--- src/rtl/crc_mon_pkg.sv ---
package crc_mon_pkg;

  localparam logic [7:0] CRC_POLY = 8'h07;

  typedef enum logic [1:0] {
    ST_LOAD = 2'd0,
    ST_REF  = 2'd1,
    ST_IDLE = 2'd2,
    ST_CHK  = 2'd3
  } walk_state_t;

  // One byte through the CRC-8, MSB first.
  function automatic logic [7:0] crc8_step(input logic [7:0] acc, input logic [7:0] din);
    logic [7:0] x;
    x = acc ^ din;
    for (int b = 0; b < 8; b++) begin
      x = x[7] ? ((x << 1) ^ CRC_POLY) : (x << 1);
    end
    return x;
  endfunction

  function automatic logic [7:0] default_byte(input int i);
    return 8'((29 * i + 60) % 256);
  endfunction

  function automatic logic [7:0] default_crc(input int n);
    logic [7:0] c;
    c = 8'h00;
    for (int i = 0; i < n; i++) begin
      c = crc8_step(c, default_byte(i));
    end
    return c;
  endfunction

endpackage

--- src/rtl/crc8_engine.sv ---
module crc8_engine (
  input  logic       clk,
  input  logic       rst,
  input  logic       step_en,
  input  logic       first,
  input  logic [7:0] din,
  output logic [7:0] crc_next
);
  import crc_mon_pkg::*;

  logic [7:0] crc_q;

  assign crc_next = crc8_step(first ? 8'h00 : crc_q, din);

  always_ff @(posedge clk) begin
    if (rst) begin
      crc_q <= 8'h00;
    end else if (step_en) begin
      crc_q <= crc_next;
    end
  end
endmodule

--- src/rtl/crc_mon_regfile.sv ---
module crc_mon_regfile #(
  parameter int NREG = 16,
  parameter int AW   = 4
) (
  input  logic          clk,
  input  logic          load_en,
  input  logic [AW-1:0] load_idx,
  input  logic [7:0]    load_byte,
  input  logic          wr_en,
  input  logic [AW-1:0] wr_addr,
  input  logic [7:0]    wr_data,
  input  logic          upset_en,
  input  logic [AW-1:0] upset_addr,
  input  logic [7:0]    upset_mask,
  input  logic [AW-1:0] scan_idx,
  output logic [7:0]    scan_byte,
  input  logic [AW-1:0] rd_addr,
  output logic [7:0]    rd_data
);
  logic [7:0] regs [NREG];

  for (genvar g = 0; g < NREG; g++) begin : g_reg
    always_ff @(posedge clk) begin
      if (load_en && load_idx == AW'(g)) begin
        regs[g] <= load_byte;
      end else if (wr_en && !load_en && wr_addr == AW'(g)) begin
        regs[g] <= wr_data;
      end else if (upset_en && upset_addr == AW'(g)) begin
        regs[g] <= regs[g] ^ upset_mask;
      end
    end
  end

  assign scan_byte = regs[scan_idx];

  always_ff @(posedge clk) begin
    rd_data <= regs[rd_addr];
  end
endmodule

--- src/rtl/crc_mon_seq.sv ---
module crc_mon_seq #(
  parameter int         NREG         = 16,
  parameter int         AW           = 4,
  parameter int         TICK_PERIOD  = 1024,
  parameter logic [7:0] ROM_CRC_FLIP = 8'h00
) (
  input  logic          clk,
  input  logic          rst,
  input  logic          wr_en,
  input  logic [7:0]    scan_byte,
  input  logic [7:0]    crc_next,
  output logic          step_en,
  output logic          first,
  output logic [7:0]    crc_din,
  output logic [AW-1:0] idx,
  output logic          load_active,
  output logic [7:0]    load_byte,
  output logic          busy,
  output logic          rom_err,
  output logic          mem_err
);
  import crc_mon_pkg::*;

  localparam int            TW    = $clog2(TICK_PERIOD);
  localparam logic [AW-1:0] LAST  = AW'(NREG - 1);
  localparam logic [TW-1:0] TLAST = TW'(TICK_PERIOD - 1);

  // Default table: NREG values followed by their check byte.
  logic [7:0] rom_mem [NREG+1];
  for (genvar g = 0; g < NREG; g++) begin : g_rom
    assign rom_mem[g] = default_byte(g);
  end
  assign rom_mem[NREG] = default_crc(NREG) ^ ROM_CRC_FLIP;

  walk_state_t   state;
  logic [TW-1:0] tick;
  logic [7:0]    ref_crc;
  logic          last;

  assign last        = (idx == LAST);
  assign load_active = (state == ST_LOAD);
  assign busy        = (state != ST_IDLE);
  assign step_en     = busy;
  assign first       = (idx == '0);
  assign load_byte   = rom_mem[idx];
  assign crc_din     = load_active ? load_byte : scan_byte;

  always_ff @(posedge clk) begin
    if (rst) begin
      state   <= ST_LOAD;
      idx     <= '0;
      tick    <= '0;
      ref_crc <= 8'h00;
      rom_err <= 1'b0;
      mem_err <= 1'b0;
    end else if (state == ST_LOAD) begin
      if (last) begin
        if (crc_next != rom_mem[NREG]) rom_err <= 1'b1;
        state <= ST_REF;
        idx   <= '0;
      end else begin
        idx <= idx + 1'b1;
      end
    end else if (wr_en) begin
      state <= ST_REF;
      idx   <= '0;
      tick  <= '0;
    end else begin
      case (state)
        ST_REF: begin
          if (last) begin
            ref_crc <= crc_next;
            state   <= ST_IDLE;
            idx     <= '0;
            tick    <= '0;
          end else begin
            idx <= idx + 1'b1;
          end
        end
        ST_IDLE: begin
          if (tick == TLAST) begin
            state <= ST_CHK;
            idx   <= '0;
            tick  <= '0;
          end else begin
            tick <= tick + 1'b1;
          end
        end
        ST_CHK: begin
          if (last) begin
            if (crc_next != ref_crc) mem_err <= 1'b1;
            state <= ST_IDLE;
            idx   <= '0;
          end else begin
            idx <= idx + 1'b1;
          end
        end
        default: state <= ST_IDLE;
      endcase
    end
  end
endmodule

--- src/rtl/regbank_crc_monitor.sv ---
module regbank_crc_monitor #(
  parameter  int         NREG         = 16,
  parameter  int         TICK_PERIOD  = 1024,
  parameter  logic [7:0] ROM_CRC_FLIP = 8'h00,
  localparam int         AW           = (NREG > 1) ? $clog2(NREG) : 1
) (
  input  logic          clk,
  input  logic          rst,
  input  logic          wr_en,
  input  logic [AW-1:0] wr_addr,
  input  logic [7:0]    wr_data,
  input  logic          upset_en,
  input  logic [AW-1:0] upset_addr,
  input  logic [7:0]    upset_mask,
  input  logic [AW-1:0] rd_addr,
  output logic [7:0]    rd_data,
  output logic          busy,
  output logic          rom_err,
  output logic          mem_err
);
  logic          step_en;
  logic          first;
  logic [7:0]    crc_din;
  logic [7:0]    crc_next;
  logic [AW-1:0] idx;
  logic          load_active;
  logic [7:0]    load_byte;
  logic [7:0]    scan_byte;

  crc_mon_seq #(
    .NREG(NREG), .AW(AW), .TICK_PERIOD(TICK_PERIOD), .ROM_CRC_FLIP(ROM_CRC_FLIP)
  ) u_seq (
    .clk(clk), .rst(rst), .wr_en(wr_en), .scan_byte(scan_byte), .crc_next(crc_next),
    .step_en(step_en), .first(first), .crc_din(crc_din), .idx(idx),
    .load_active(load_active), .load_byte(load_byte), .busy(busy),
    .rom_err(rom_err), .mem_err(mem_err)
  );

  crc8_engine u_crc (
    .clk(clk), .rst(rst), .step_en(step_en), .first(first), .din(crc_din),
    .crc_next(crc_next)
  );

  crc_mon_regfile #(.NREG(NREG), .AW(AW)) u_regs (
    .clk(clk), .load_en(load_active), .load_idx(idx), .load_byte(load_byte),
    .wr_en(wr_en), .wr_addr(wr_addr), .wr_data(wr_data),
    .upset_en(upset_en), .upset_addr(upset_addr), .upset_mask(upset_mask),
    .scan_idx(idx), .scan_byte(scan_byte), .rd_addr(rd_addr), .rd_data(rd_data)
  );
endmodule

--- config.mk ---
export PLATFORM = sky130hd
export DESIGN_NAME = regbank_crc_monitor
export DESIGN_NICKNAME = d
export VERILOG_FILES = /design/src/rtl/crc_mon_pkg.sv /design/src/rtl/crc8_engine.sv /design/src/rtl/crc_mon_regfile.sv /design/src/rtl/crc_mon_seq.sv /design/src/rtl/regbank_crc_monitor.sv
export SDC_FILE = /design/constraint.sdc
export NUM_CORES = 1
export LEC_CHECK = 0
export BUFFER_PORTS_ARGS = -buffer_cell sky130_fd_sc_hd__buf_2
export CAP_MARGIN = 20
export CORE_MARGIN = 2
export CORE_UTILIZATION = 64
export CTS_CLUSTER_SIZE = 14
export DETAILED_ROUTE_END_ITERATION = 6
export MAX_ROUTING_LAYER = met4
export PLACE_DENSITY = 0.83
export SYNTH_ARGS = -nofsm -noshare
export SYNTH_HDL_FRONTEND = slang
export SYNTH_SLANG_ARGS = --single-unit
--- constraint.sdc ---
create_clock -name clk -period 4.43 [get_ports clk]
set_clock_uncertainty 0.2 [all_clocks]
set_input_delay 0.443 -clock clk [delete_from_list [all_inputs] [get_ports clk]]
set_output_delay 0.443 -clock clk [all_outputs]
set_load 0.01 [all_outputs]
==> results of run 1 <==
registers in the layout, summed over array words and instances (netlist names), named ones only:
signal          flops
u_seq.mem_err       1
u_seq.rom_err       1
u_regs.regs       128
u_seq.tick         10
u_seq.idx           4
u_regs.rd_data      8
u_seq.state         2
u_seq.ref_crc       8
u_crc.crc_q         8
metrics by stage:
step                      std cells  area (sq um)  setup WS, ns
after CTS                      1511         13350        0.7487
after detailed placement       1479         12770        0.7835
after global placement         1479         12770        0.8689
final                          1518         13410        0.5969
after global routing           1517         13410        0.5460
after floorplan                1259         12440        0.7378
layout by cell type, fill, tap and decap left out, drive strengths merged, types with 2 or more instances in the layout:
master	count
nand2	167
edfxtp	128
nor2	112
o21ai	100
a21oi	93
xor2	83
buf	83
xnor2	78
mux2i	71
mux4	69
a211oi	50
dfxtp	46
clkbuf	24
a31oi	18
nor2b	15
nor3	14
nand2b	10
nand3	10
mux2	9
inv	8
ha	7
clkinv	7
or3	6
nand4	6
and3	6
or2	5
o22ai	5
nor3b	3
a311oi	3
o21a	3
and3b	2
and2	2
a22oi	2
a2111oi	2
critical path, delay by kind of cell (launching register included):
family	cells	cell delay (ns)
AOI/OAI and AO/OA	4	1.46
xor gates and xnor gates	2	0.79
buffers and inverters	1	0.32
and+or+nand+nor	1	0.15
muxes	1	0.20
DFF	1	0.59
final timing paths:
| path | start | endpoint | slack, ns |
|---|---|---|---|
| worst max-delay path | register | u_seq.mem_err | 0.60 |
| worst min-delay path | wr_en | u_seq.state[1] | 0.16 |
| worst max register to register | register | u_seq.mem_err | 0.60 |
| worst min register to register | u_seq.rom_err | u_seq.rom_err | 0.24 |
power by group:
part	total [mW]	leakage [nW]	switching, mW	internal [mW]
logic	1.19	2.66	0.674	0.511
clock network	1.50	0.293	0.651	0.850
registers	1.97	1.54	0.0855	1.88
cell type report:
class | count | area [sq um] | share of cell area, %
clock buffers | 24 | 536.8 | 4.001
multi-input cells | 961 | 7164 | 53.41
clock inverters | 8 | 47.55 | 0.3544
flip-flops and latches | 174 | 4765 | 35.52
inverters | 7 | 26.28 | 0.1959
diodes | 1 | 2.502 | 0.01865
repair buffers | 83 | 546.8 | 4.076
well taps | 260 | 325.3 | 2.425
logic make-up after synthesis:
family / count (synthesis) / share of synthesized area, %
buffers and inverters: 124 / 4.286
flip-flops: 174 / 38.31
multiplexers: 149 / 19.27
adder cells (fa/ha/maj): 7 / 0.7042
AND/OR/NAND/NOR: 361 / 12.40
AO/OA/AOI/OAI: 282 / 13.18
XOR/XNOR: 162 / 11.85
routing by layer:
| layer | vias up | wire length [um] | share of wire (%) | track usage, % |
|---|---|---|---|---|
| met4 | 0 | 1841 | 5.1 | 20.85 |
| li1 | 4541 | - | - | - |
| met2 | 870 | 16730 | 46 | 55.46 |
| met3 | 148 | 4568 | 13 | 6.698 |
| met5 | - | 0 | 0 | - |
| met1 | 4919 | 12940 | 36 | 48.61 |
==> flow_metrics.env, run 1 <==
export IMPL_cts_hold_buffers=0
export IMPL_peakVddDrop_mv=0.3175
export IMPL_synthTopCellsByCount="nand2_1 (167), edfxtp_1 (128), nor2_1 (112)"
export IMPL_maxClockFrequency_mhz=260.9
export IMPL_required_ns=4.55
export IMPL_hpwl_um=25190
export IMPL_grt_start_max_net_pins=33
export IMPL_io_buffers=42
export IMPL_slew_viol_final=0
export IMPL_cts_buffer_depth=2
export IMPL_min_path_cells=2
export IMPL_postLayoutCoreUtil_pct=71.00
export IMPL_synth_cells=1259
export IMPL_cap_violations=0
export IMPL_wl_per_cell_um=23.77
export IMPL_critPathCaptureType="register"
export IMPL_area_growth_pct=7.857
export IMPL_max_stage_delay_ns=0.84
export IMPL_synth_most_common_cell="nand2_1"
export IMPL_postCtsSetupBuffers=0
export IMPL_grt_remaining_overflow=0
export IMPL_ant_nets=0
export IMPL_synth_distinct_cells=57
export IMPL_cp_arrival_ns=3.96
export IMPL_drive_gt1_share_pct=15.75
export IMPL_setup_violations=0
export IMPL_finalCritPeriodShare_pct=86.52
export IMPL_cts_tree="built"
export IMPL_crit_top_cell="xnor2_1"
export IMPL_hold_class="input port to register"
export IMPL_tightestPinTransition_ns=1.087
export IMPL_crit_fanout=8
export IMPL_synthFlopType="edfxtp_1"
export IMPL_synth_seq_cells=174
export IMPL_final_setup_tns_ns=0
export IMPL_clk_pin_slew_ns=0.07
export IMPL_core_sq_um=18890
export IMPL_grtUsageTotal_pct=37.27
export IMPL_rsz0062_at_grt="no"
export IMPL_path_cells="clkinv_1 > mux2i_1 > a2111oi_0 > a21oi_1 > xnor2_1 > xnor2_1 > nor3b_1 > a2111oi_2 > a31oi_1"
export IMPL_die_height_um=143.4
export IMPL_synth_edff_count=128
export IMPL_startpoint_type="register"
export IMPL_grt_pass1_vias=10090
export IMPL_power_density_nw_per_um2=347.1
export IMPL_clk_latency_ns=0.44
export IMPL_synth_async_reset_ratio_pct=0
export IMPL_drc=0
export IMPL_grt_pass1_wl_um=55960
export IMPL_numCtsBuffers=17
export IMPL_rr_worst_depth=9
export IMPL_grt_antenna_before_repair=0
export IMPL_synth_top_area_cell="edfxtp_1"
export IMPL_avgViaCountPerCell=6.903
export IMPL_cellLeakagePower_nw=4.486
export IMPL_finalNetCount=1283
export IMPL_fp_dieArea_sq_um=20560
export IMPL_wirelength_um=36090
export IMPL_rows=50
export IMPL_hold_viol=0
export IMPL_cts_root_buf="clkbuf_16"
export IMPL_nFillCells=1329
export IMPL_finalCriticalPeriod_ns=3.833
export IMPL_io_pins=43
export IMPL_drtIter0Drc=1405
export IMPL_synth_nets=1298
export IMPL_place_gp_congestion=0.9557
export IMPL_critPathSlowestCell="a2111oi_0"
export IMPL_fp_dieW_um=143.4
export IMPL_initial_core_util_pct=65.83
export IMPL_crit_type="register to register"
export IMPL_status="completed"
export IMPL_synth_top_area_share_pct=30.91
export IMPL_numClockSinks=174
export IMPL_synth_avg_cell_area_sq_um=9.878
export IMPL_firstDrtPassIters=6
export IMPL_synth_cell_area_sq_um=12440
export IMPL_timing_hold_ws_ns=0.1604
export IMPL_total_power_mw=4.656
export IMPL_ys_seq_area_share_pct=38.31
export IMPL_synthTopCellsByArea="edfxtp_1 (31%), mux4_2 (11%), dfxtp_1 (7.4%), mux2i_1 (5.7%), xor2_1 (5.7%)"
export IMPL_vias=10480
export IMPL_synth_warning_count=0
export IMPL_max_slew_margin_pct=27.21
export IMPL_cts_resized=0
export IMPL_htree_levels=4
No activity file was read; power rests on OpenSTA's default activity.
==> run 2: changes to the inputs <==
--- a/config.mk
+++ b/config.mk
@@ -8,11 +8,11 @@
 export BUFFER_PORTS_ARGS = -buffer_cell sky130_fd_sc_hd__buf_2
 export CAP_MARGIN = 20
 export CORE_MARGIN = 2
-export CORE_UTILIZATION = 64
+export CORE_UTILIZATION = 57
 export CTS_CLUSTER_SIZE = 14
 export DETAILED_ROUTE_END_ITERATION = 6
-export MAX_ROUTING_LAYER = met4
-export PLACE_DENSITY = 0.83
+export PLACE_DENSITY = 0.78
+export SLEW_MARGIN = 20
 export SYNTH_ARGS = -nofsm -noshare
 export SYNTH_HDL_FRONTEND = slang
 export SYNTH_SLANG_ARGS = --single-unit
==> constraint.sdc (replaced) <==
create_clock -name clk -period 3.2 [get_ports clk]
set_clock_uncertainty 0.2 [all_clocks]
set_input_delay 0.32 -clock clk [delete_from_list [all_inputs] [get_ports clk]]
set_output_delay 0.32 -clock clk [all_outputs]
set_load 0.01 [all_outputs]
==> run 2 against run 1 <==
  * Register-to-register slack worse by 0.56 ns
  * Wire length rose by 3.0%
  * Fmax up 21%
  * Critical path depth fell by 1
  * Final area up 3.8%
  * Worst setup slack worse by 0.56 ns
  * Via count is 0.49% higher
  * Largest cell class unchanged
  * Total power is 46% higher
==> flow_metrics.env, run 2 (synthesized netlist as in run 1, its figures left out) <==
export IMPL_status="completed"
export IMPL_crit_type="register to register"
export IMPL_finalNetCount=1325
export IMPL_fin_ws_ns=0.03595
export IMPL_timing_hold_ws_ns=0.02365
export IMPL_fp_dieArea_sq_um=23020
export IMPL_max_slew_margin_pct=31.92
export IMPL_total_power_mw=6.819
export IMPL_path_cells="mux4_1 > mux4_2 > a21oi_2 > xnor2_2 > xnor2_1 > or3_4 > a2111oi_4 > a31oi_1"
export IMPL_firstDrtPassIters=6
export IMPL_area_growth_pct=11.91
export IMPL_cts_tree="built"
export IMPL_peakVddDrop_mv=0.4030
export IMPL_grt_remaining_overflow=0
export IMPL_hold_viol=0
export IMPL_max_stage_delay_ns=0.57
export IMPL_slew_viol_final=0
export IMPL_nFillCells=1717
export IMPL_cts_hold_buffers=0
export IMPL_io_pins=43
export IMPL_drc=0
export IMPL_largest_register="u_regs.regs"
export IMPL_critPathCaptureType="register"
export IMPL_avgViaCountPerCell=6.668
export IMPL_multi_input_comb_area_sq_um=7249
export IMPL_rsz0062_at_grt="yes"
export IMPL_largest_reg_flops=128
export IMPL_regArea_sq_um=4775
export IMPL_path_delay_family="multiplexers"
export IMPL_diodes=0
export IMPL_startpoint_type="register"
export IMPL_wirelength_um=37180
export IMPL_grt_antenna_before_repair=0
export IMPL_layout_common_cells="nand2_1 (167), edfxtp_1 (128), nor2_1 (111)"
export IMPL_cts_root_buf="clkbuf_16"
export IMPL_postLayoutCoreUtil_pct=64.38
export IMPL_ant_nets=0
export IMPL_initial_core_util_pct=57.52
export IMPL_power_density_nw_per_um2=490.0
export IMPL_vias=10530
export IMPL_io_buffers=42
export IMPL_crit_fanout=7
export IMPL_cp_arrival_ns=3.29
export IMPL_setup_violations=0
export IMPL_drtIter0Drc=1224
export IMPL_tightestPinTransition_ns=1.016
export IMPL_required_ns=3.32
export IMPL_cap_violations=0
export IMPL_grt_pass1_wl_um=56520
export IMPL_grtUsageTotal_pct=33.01
export IMPL_critPathSlowestCell="mux4_1"
export IMPL_final_common_cell="nand2_1"
export IMPL_crit_buf_inv=0
export IMPL_place_inst=1542
export IMPL_die_height_um=151.7
export IMPL_numCtsBuffers=17
export IMPL_place_ws_ns=-0.1402
export IMPL_grt_pass1_vias=9865
export IMPL_drive_gt1_share_pct=20.02
export IMPL_clk_latency_ns=0.45
export IMPL_hold_class="input port to register"
export IMPL_fin_cells=1579
export IMPL_top_regs="u_regs.regs x128, u_seq.tick x10"
export IMPL_cellLeakagePower_nw=4.726
export IMPL_place_gp_congestion=1.037
export IMPL_cts_buffer_depth=2
export IMPL_numClockSinks=174
export IMPL_finalCriticalPeriod_ns=3.164
export IMPL_hpwl_um=26740
export IMPL_clk_pin_slew_ns=0.07
export IMPL_htree_levels=4
export IMPL_grt_start_max_net_pins=33
export IMPL_fp_dieW_um=151.7
export IMPL_core_sq_um=21620
export IMPL_finalCritPeriodShare_pct=98.88
export IMPL_wl_per_cell_um=23.55
export IMPL_maxClockFrequency_mhz=316.1
export IMPL_rows=54
==> run 2: cell types whose count changed in the layout (fill, tap and decap cells not counted), moves of 3 or more <==
cell,change
xor2_1,-4
xor2_2,+4
dfxtp_1,-4
buf_4,+37
bufinv_16,+3
clkbuf_16,-3
inv_6,+5
clkbuf_1,-3
==> run 2: worst paths after layout <==
kind,start,endpoint,slack (ns),depth (start not counted)
setup reg to reg,register,u_seq.mem_err,0.04,8
hold / removal,wr_en,u_seq.state[1],0.02,2
setup / recovery,register,u_seq.mem_err,0.04,8
hold reg to reg,u_seq.rom_err,u_seq.rom_err,0.25,2
==> run 2: per-layer routing <==
layer	up-vias	global-route usage (%)	wire [um]
li1	4612	-	-
met1	4962	44.23	14040
met2	808	51.15	16840
met3	147	7.335	4340
met4	0	15.83	1957
met5	-	0	0
==> run 2: cell type report <==
class                   instances  area share (%)
multi-input cells             961           52.09
flip-flops and latches        174           34.30
repair buffers                125           6.553
clock buffers                  17           3.056
well taps                     280           2.517
clock inverters                15           1.295
inverters                       7          0.1888
==> run 2: worst register-to-register path, cell delays in order, from the launching register on <==
cell       delay (ns)
dfxtp_4          0.42
mux4_1           0.57
mux4_2           0.53
a21oi_2          0.20
xnor2_2          0.14
xnor2_1          0.13
or3_4            0.41
a2111oi_4        0.34
a31oi_1          0.11
==> run 2: what timing repair did <==
action                     CTS  global route
gates resized for setup      5            11
gates cloned                 0             1
pin swaps                    1             6
setup endpoints to repair    1             2
setup buffers                0             3
==> run 2: per-stage QoR <==
stage                     instance area (sq um)  TNS [ns]
after global routing                      13920  -0.05330
final                                     13920         0
after floorplan                           12490         0
after detailed placement                  13190   -0.1402
after global placement                    13190  -0.03471
after CTS                                 13810         0
==> run 2: where the power goes <==
group	switching [mW]	internal, mW
logic	0.998	0.861
clock network	0.998	1.24
registers	0.115	2.61
total	2.11	4.71
